===== config.mk =====
export PLATFORM = sky130hd
export DESIGN_NAME = rtc_tick_divider
export DESIGN_NICKNAME = d
export VERILOG_FILES = /design/src/rtl/tickdiv_pkg.sv /design/src/rtl/tickdiv_stage.sv /design/src/rtl/tickdiv_strobe_reg.sv /design/src/rtl/rtc_tick_divider.sv
export SDC_FILE = /design/constraint.sdc
export NUM_CORES = 1
export LEC_CHECK = 0
export ABC_AREA = 1
export BUFFER_PORTS_ARGS = -buffer_cell sky130_fd_sc_hd__clkbuf_2
export CAP_MARGIN = 20
export CORE_UTILIZATION = 55
export DETAILED_ROUTE_END_ITERATION = 16
export GPL_TIMING_DRIVEN = 0
export PLACE_DENSITY = 0.83
export SYNTH_ARGS = -nofsm -noshare
export SYNTH_HDL_FRONTEND = slang
export SYNTH_SLANG_ARGS = --single-unit

===== constraint.sdc =====
create_clock -name clk_i -period 4.2 [get_ports clk_i]
set_clock_uncertainty 0.2 [all_clocks]
set_input_delay 0.21 -clock clk_i [delete_from_list [all_inputs] [get_ports clk_i]]
set_output_delay 0.21 -clock clk_i [all_outputs]
set_load 0.02 [all_outputs]

===== src/rtl/tickdiv_pkg.sv =====
package tickdiv_pkg;

  // What a divider stage does on the coming clock edge.
  typedef enum logic [1:0] {
    ACT_HOLD   = 2'd0,
    ACT_STEP   = 2'd1,
    ACT_RELOAD = 2'd2
  } act_e;

  // A stepped stage at zero wraps; otherwise it counts down.
  function automatic act_e pick_action(input logic step, input logic at_zero);
    if (!step) return ACT_HOLD;
    return at_zero ? ACT_RELOAD : ACT_STEP;
  endfunction

endpackage


===== src/rtl/tickdiv_stage.sv =====
module tickdiv_stage #(
  parameter int W = 7
) (
  input  logic         clk_i,
  input  logic         rst_ni,
  input  logic         step_i,
  input  logic [W-1:0] factor_i,
  output logic [W-1:0] count_o,
  output logic         wrap_o
);
  import tickdiv_pkg::*;

  localparam logic [W-1:0] ONE = W'(1);

  logic [W-1:0] count_q;
  act_e         act;

  always_comb act = pick_action(step_i, count_q == '0);

  assign wrap_o  = (act == ACT_RELOAD);
  assign count_o = count_q;

  // Factor is sampled only on reset or on wrap.
  always_ff @(posedge clk_i) begin
    if (!rst_ni) begin
      count_q <= factor_i;
    end else begin
      case (act)
        ACT_STEP:   count_q <= count_q - ONE;
        ACT_RELOAD: count_q <= factor_i;
        default:    count_q <= count_q;
      endcase
    end
  end

endmodule


===== src/rtl/tickdiv_strobe_reg.sv =====
module tickdiv_strobe_reg #(
  parameter int N = 2
) (
  input  logic         clk_i,
  input  logic         rst_ni,
  input  logic [N-1:0] d_i,
  output logic [N-1:0] q_o
);
  for (genvar i = 0; i < N; i++) begin : g_bit
    logic q;
    always_ff @(posedge clk_i) begin
      if (!rst_ni) q <= 1'b0;
      else         q <= d_i[i];
    end
    assign q_o[i] = q;
  end

endmodule


===== src/rtl/rtc_tick_divider.sv =====
module rtc_tick_divider #(
  parameter int PRE_W = 7,
  parameter int SEC_W = 15
) (
  input  logic             clk_i,
  input  logic             rst_ni,
  input  logic             en_i,
  input  logic [PRE_W-1:0] pre_div_i,
  input  logic [SEC_W-1:0] sec_div_i,
  output logic             pre_tick_o,
  output logic             sec_tick_o,
  output logic [SEC_W-1:0] frac_o
);
  localparam int N_STROBE = 2;
  localparam int IDX_PRE  = 0;
  localparam int IDX_SEC  = 1;

  logic [PRE_W-1:0]    pre_count;
  logic                pre_wrap;
  logic                sec_wrap;
  logic [N_STROBE-1:0] strobe_d;
  logic [N_STROBE-1:0] strobe_q;

  // Stage one: prescaler stepped by every enabled source cycle.
  tickdiv_stage #(.W(PRE_W)) u_pre (
    .clk_i    (clk_i),
    .rst_ni   (rst_ni),
    .step_i   (en_i),
    .factor_i (pre_div_i),
    .count_o  (pre_count),
    .wrap_o   (pre_wrap)
  );

  // Stage two: fraction-of-second counter stepped by prescaler wraps.
  tickdiv_stage #(.W(SEC_W)) u_frac (
    .clk_i    (clk_i),
    .rst_ni   (rst_ni),
    .step_i   (pre_wrap),
    .factor_i (sec_div_i),
    .count_o  (frac_o),
    .wrap_o   (sec_wrap)
  );

  assign strobe_d[IDX_PRE] = pre_wrap;
  assign strobe_d[IDX_SEC] = sec_wrap;

  // Registered strobes line up with the cycle the new count is visible.
  tickdiv_strobe_reg #(.N(N_STROBE)) u_strobe (
    .clk_i  (clk_i),
    .rst_ni (rst_ni),
    .d_i    (strobe_d),
    .q_o    (strobe_q)
  );

  assign pre_tick_o = strobe_q[IDX_PRE];
  assign sec_tick_o = strobe_q[IDX_SEC];

endmodule


* Word level (Yosys, flattened, before mapping)
Cells that the tools add are included.
Storage, ports and cells: output and inout bits 17, bits of input ports 25, word-level logic and storage cells 22, flip-flop bits (word level) 24
Cells by class: reductions and logical operators 2, add/sub/neg operators 2, equal/unequal tests 6, multiplexer cells 8
Operator list (count):
- $pmux W15 S2 | 1
- $logic_not A15 Y1 | 1
- $mux W15 | 1
- $sub A15 B1 Y15 const B | 1
- $pmux W7 S2 | 1
- $mux W2 | 4
- $logic_not A7 Y1 | 1
- $mux W7 | 1
- $sub A7 B1 Y7 const B | 1
- $ne A3 B1 Y1 const B | 2
- $eq A2 B1 Y1 const B | 2
- $eq A2 B2 Y1 const B | 2

* Longest topological paths before layout
depth after elaboration 8, gate-level depth with buffers 10, gate-level depth less buffers 10

* Cells and area by module
Synthesis repeated with hierarchy kept, for this count alone.
Second synthesis, totals: cells, all modules 205, area total of the unflattened synthesis 1631.6 um^2
Modules (own cells, without submodules):
- tickdiv_stage (u_frac) | seq. area each 450.4 um^2, area an instance 1076.0 um^2, times used 1, cells each 136
- tickdiv_stage (u_pre) | seq. area each 210.2 um^2, area an instance 485.5 um^2, times used 1, cells each 61
- tickdiv_strobe_reg | seq. area each 40.0 um^2, area an instance 70.1 um^2, times used 1, cells each 8

* Least setup slack after synthesis
OpenSTA, ideal clock, no wires.
path type register to register, start reg u_pre.count_q[0], in the netlist u_pre.count_o[0], end reg u_pre.count_q[6], in the netlist u_pre.count_o[6], data pin, path slack 2.131 ns, setup time 0.255 ns, arrival time 1.614 ns, path buffers 0, data required time 3.745 ns, cell stages (with the launch flop) 10, period minus slack after synthesis 2.069 ns, cell sequence edfxtp_1 > inv_1 > ha_1 > nand2_1 > nor2_4 > nand3_4 > nand2_2 > inv_1 > o21ai_0 > inv_1
Between the ends: cells in the longest elaborated chain, start to end 6, elaborated cells on any way between the ends 8, classes of those cells add/sub (1); eq/ne (2); mux (4); reduce/logical (1)
Ends and longest elaborated chain:
- start: declaration | RTL line tickdiv_stage.sv:15 | logic [W-1:0] count_q;
- start signal: assignment | RTL line tickdiv_stage.sv:26 | count_q <= factor_i;
- start signal: assignment | RTL line tickdiv_stage.sv:29 | ACT_STEP: count_q <= count_q - ONE;
- start signal: assignment | RTL line tickdiv_stage.sv:30 | ACT_RELOAD: count_q <= factor_i;
- $logic_not A7 Y1 | RTL line tickdiv_stage.sv:18 | always_comb act = pick_action(step_i, count_q == '0);
- $mux W2 (2 in a row) | RTL line tickdiv_pkg.sv:13 | return at_zero ? ACT_RELOAD : ACT_STEP;
- $eq A2 B2 Y1 / $eq A2 B1 Y1 (equally long branches) | RTL line tickdiv_stage.sv:28 | case (act)
- $pmux W7 S2 * | RTL line tickdiv_stage.sv:28
- $mux W7 * | RTL line tickdiv_stage.sv:25 | if (!rst_ni) begin
Mark *: on every way between the ends. The rest lies on a longest branch, timed or not. A chain may end at the register's enable or synchronous reset.

* Final worst setup path
Ends and elaborated chain as after synthesis.

==> impl_metrics.env <==
export IMPL_tns_ps=0
export IMPL_slew_headroom=0.674
export IMPL_cts_tree="built"
export IMPL_drt_iter0_drc=53
export IMPL_syn_avg_cell_area_um2=7.52
export IMPL_critPathCaptureType="register"
export IMPL_rows=19
export IMPL_drc=0
export IMPL_grt_util_all_layers=0.227
export IMPL_dp_hpwl_um=2350
export IMPL_die_area_um2=3170
export IMPL_layout_common_cells="nand2_1 (65), clkbuf_2 (40), inv_1 (39)"
export IMPL_initial_core_util=0.584
export IMPL_p_switching_w=0.000168
export IMPL_post_cts_buffers=0
export IMPL_grt_pass1_vias=1380
export IMPL_arrival_ps=2270
export IMPL_hold_path_class="in -> reg"
export IMPL_p_int_w=0.000379
export IMPL_die_w_um=56.3
export IMPL_ctsRootBufferMaster="clkbuf_4"
export IMPL_grt_max_degree=24
export IMPL_criticalPathCategory="reg -> reg"
export IMPL_cts_buffer_depth=2
export IMPL_vias_per_cell=4.76
export IMPL_vias=1438
export IMPL_setup_violations=0
export IMPL_clkSlewWorstSetupHoldPaths_ps=130
export IMPL_cp_max_fo=23
export IMPL_nNetsFinal=300
export IMPL_p_leak_nw=1.01
export IMPL_htreeDepth=1
export IMPL_area_growth_pct=23.1
export IMPL_drive_above_1_share=0.240
export IMPL_cts_buffers=3
export IMPL_wl_per_cell_um=10.7
export IMPL_synth_seq_area_share=0.431
export IMPL_startpoint_type="register"
export IMPL_fin_crit_ps=2370
export IMPL_outcome="finished, final reports clean"
export IMPL_insertion_delay_ps=320
export IMPL_firstDrtPassIters=4
export IMPL_rsz0062_at_grt="false"
export IMPL_seqPwrFrac=0.560
export IMPL_max_cap_violations=0
export IMPL_antenna_found_initial=0
export IMPL_grt_overflow=0
export IMPL_combPwrFrac=0.242
export IMPL_core_area_um2=2780
export IMPL_io_buffers=40
export IMPL_synth_fp_nets=244
export IMPL_clkPwrFrac=0.198
export IMPL_die_y_um=56.3
export IMPL_postRouteAntennaNets=0
export IMPL_gp_congestion=0.905
export IMPL_cts_hold_buf=11
export IMPL_fmax_mhz=423
export IMPL_yosys_warnings=0
export IMPL_finalHoldViolCount=0
export IMPL_io_pins=42
export IMPL_dpl_cell_area_um2=1860
export IMPL_netlist_area_um2=1620
export IMPL_netlist_instances=216
export IMPL_finalInstanceArea_um2=2000
export IMPL_crit_required_ps=4100
export IMPL_ys_ff_latch=24
export IMPL_synth_cell_types=24
export IMPL_post_cts_resized=0
export IMPL_drv_slew=0
export IMPL_power_density_nw_per_um2=274
export IMPL_finalWirelength_um=3230
export IMPL_peakVddDrop_uv=283
export IMPL_clock_sinks=24
export IMPL_tightest_slew_ps=487
export IMPL_period_share=0.564
export IMPL_netSwitchingFraction=0.307
export IMPL_layout_commonest_cell="nand2_1"
export IMPL_n_antenna_cell=0
export IMPL_grt_pass1_wl_um=5540
==> synth_stat cells (all sizes together) <==
library cell	number	area [um^2]
nand4	1	6.26
xnor2	4	35.0
buf	2	16.3
dfxtp	2	40.0
o21ai	8	62.6
nand3	15	87.6
edfxtp	22	661
nor3	1	5.00
inv	40	150
xor2	6	52.6
nor2	36	158
ha	3	37.5
or2	1	6.26
nand2	71	282
a21oi	2	10.0
o21bai	2	15.0
==> power groups by stage <==
| stage | combinational, W | clock (W) | sequential [W] |
|---|---|---|---|
| floorplan | 0.0000756 | 0 | 0.000321 |
| global placement | 0.000121 | 0 | 0.000310 |
| detailed placement | 0.000124 | 0 | 0.000312 |
| CTS | 0.000132 | 0.000108 | 0.000306 |
| global route | 0.000150 | 0.000117 | 0.000309 |
| finish | 0.000132 | 0.000108 | 0.000306 |
==> final cells by class <==
cell class / instances / area [um^2]
repair buffers: 51 / 310
well taps: 31 / 38.8
inverters: 40 / 150
flip-flops and latches: 24 / 701
multi-input cells: 150 / 757
fillers: 232 / 782
plain buffers: 2 / 16.3
clock buffers: 4 / 26.3
==> cell families after synthesis <==
| kind of cell | Yosys count | share of synthesized area |
|---|---|---|
| AND/OR/NAND/NOR | 125 | 0.335 |
| AO/OA/AOI/OAI | 12 | 0.0539 |
| buffers and inverters | 42 | 0.102 |
| XOR/XNOR | 10 | 0.0539 |
| adder cells (fa/ha/maj) | 3 | 0.0231 |
| flip-flops | 24 | 0.431 |
==> worst max-delay path, cell delays in order, from the launching register on <==
cell	delay [ps]
edfxtp_1	400
inv_1	110
ha_1	190
nand2_1	100
nor2_4	160
nand3_4	130
nand2_2	400
inv_1	200
o21ai_0	190
inv_1	50
==> routing by layer <==
metal | part of all wire | up-vias | routed length (um) | GRT usage
met4 | 0.024 | 0 | 79 | 0.101
met3 | 0.026 | 7 | 85 | 0.0323
met1 | 0.46 | 624 | 1480 | 0.266
met5 | 0 | - | 0 | 0
met2 | 0.49 | 31 | 1590 | 0.410
li1 | - | 776 | - | -
==> stage by stage <==
step                utilization  power, W  hold slack (ps)  std cells  setup slack (ps)
finish                    0.719  0.000547             15.8        302              1830
global route              0.719  0.000576             22.8        302              1580
CTS                       0.719  0.000546             14.3        302              1810
detailed placement        0.670  0.000436              292        287              1830
global placement          0.670  0.000431              285        287              1880
floorplan                     -  0.000397              192        216              2130
==> final timing paths <==
path               startpoint                  end  slack (ps)  cells past startpoint
min              sec_div_i[5]    u_frac.count_o[5]          20                      5
max reg2reg  u_pre.count_o[0]     u_pre.count_o[6]        1830                      9
min reg2reg  u_pre.count_o[6]  u_strobe.g_bit[0].q         410                      3
max          u_pre.count_o[0]     u_pre.count_o[6]        1830                      9
==> state kept, by name, summed over array words and instances (netlist names) <==
| register | flops |
|---|---|
| u_frac.count_o | 15 |
| u_pre.count_o | 7 |
| u_strobe.g_bit.q | 2 |
(Power assumes the default switching activity.)
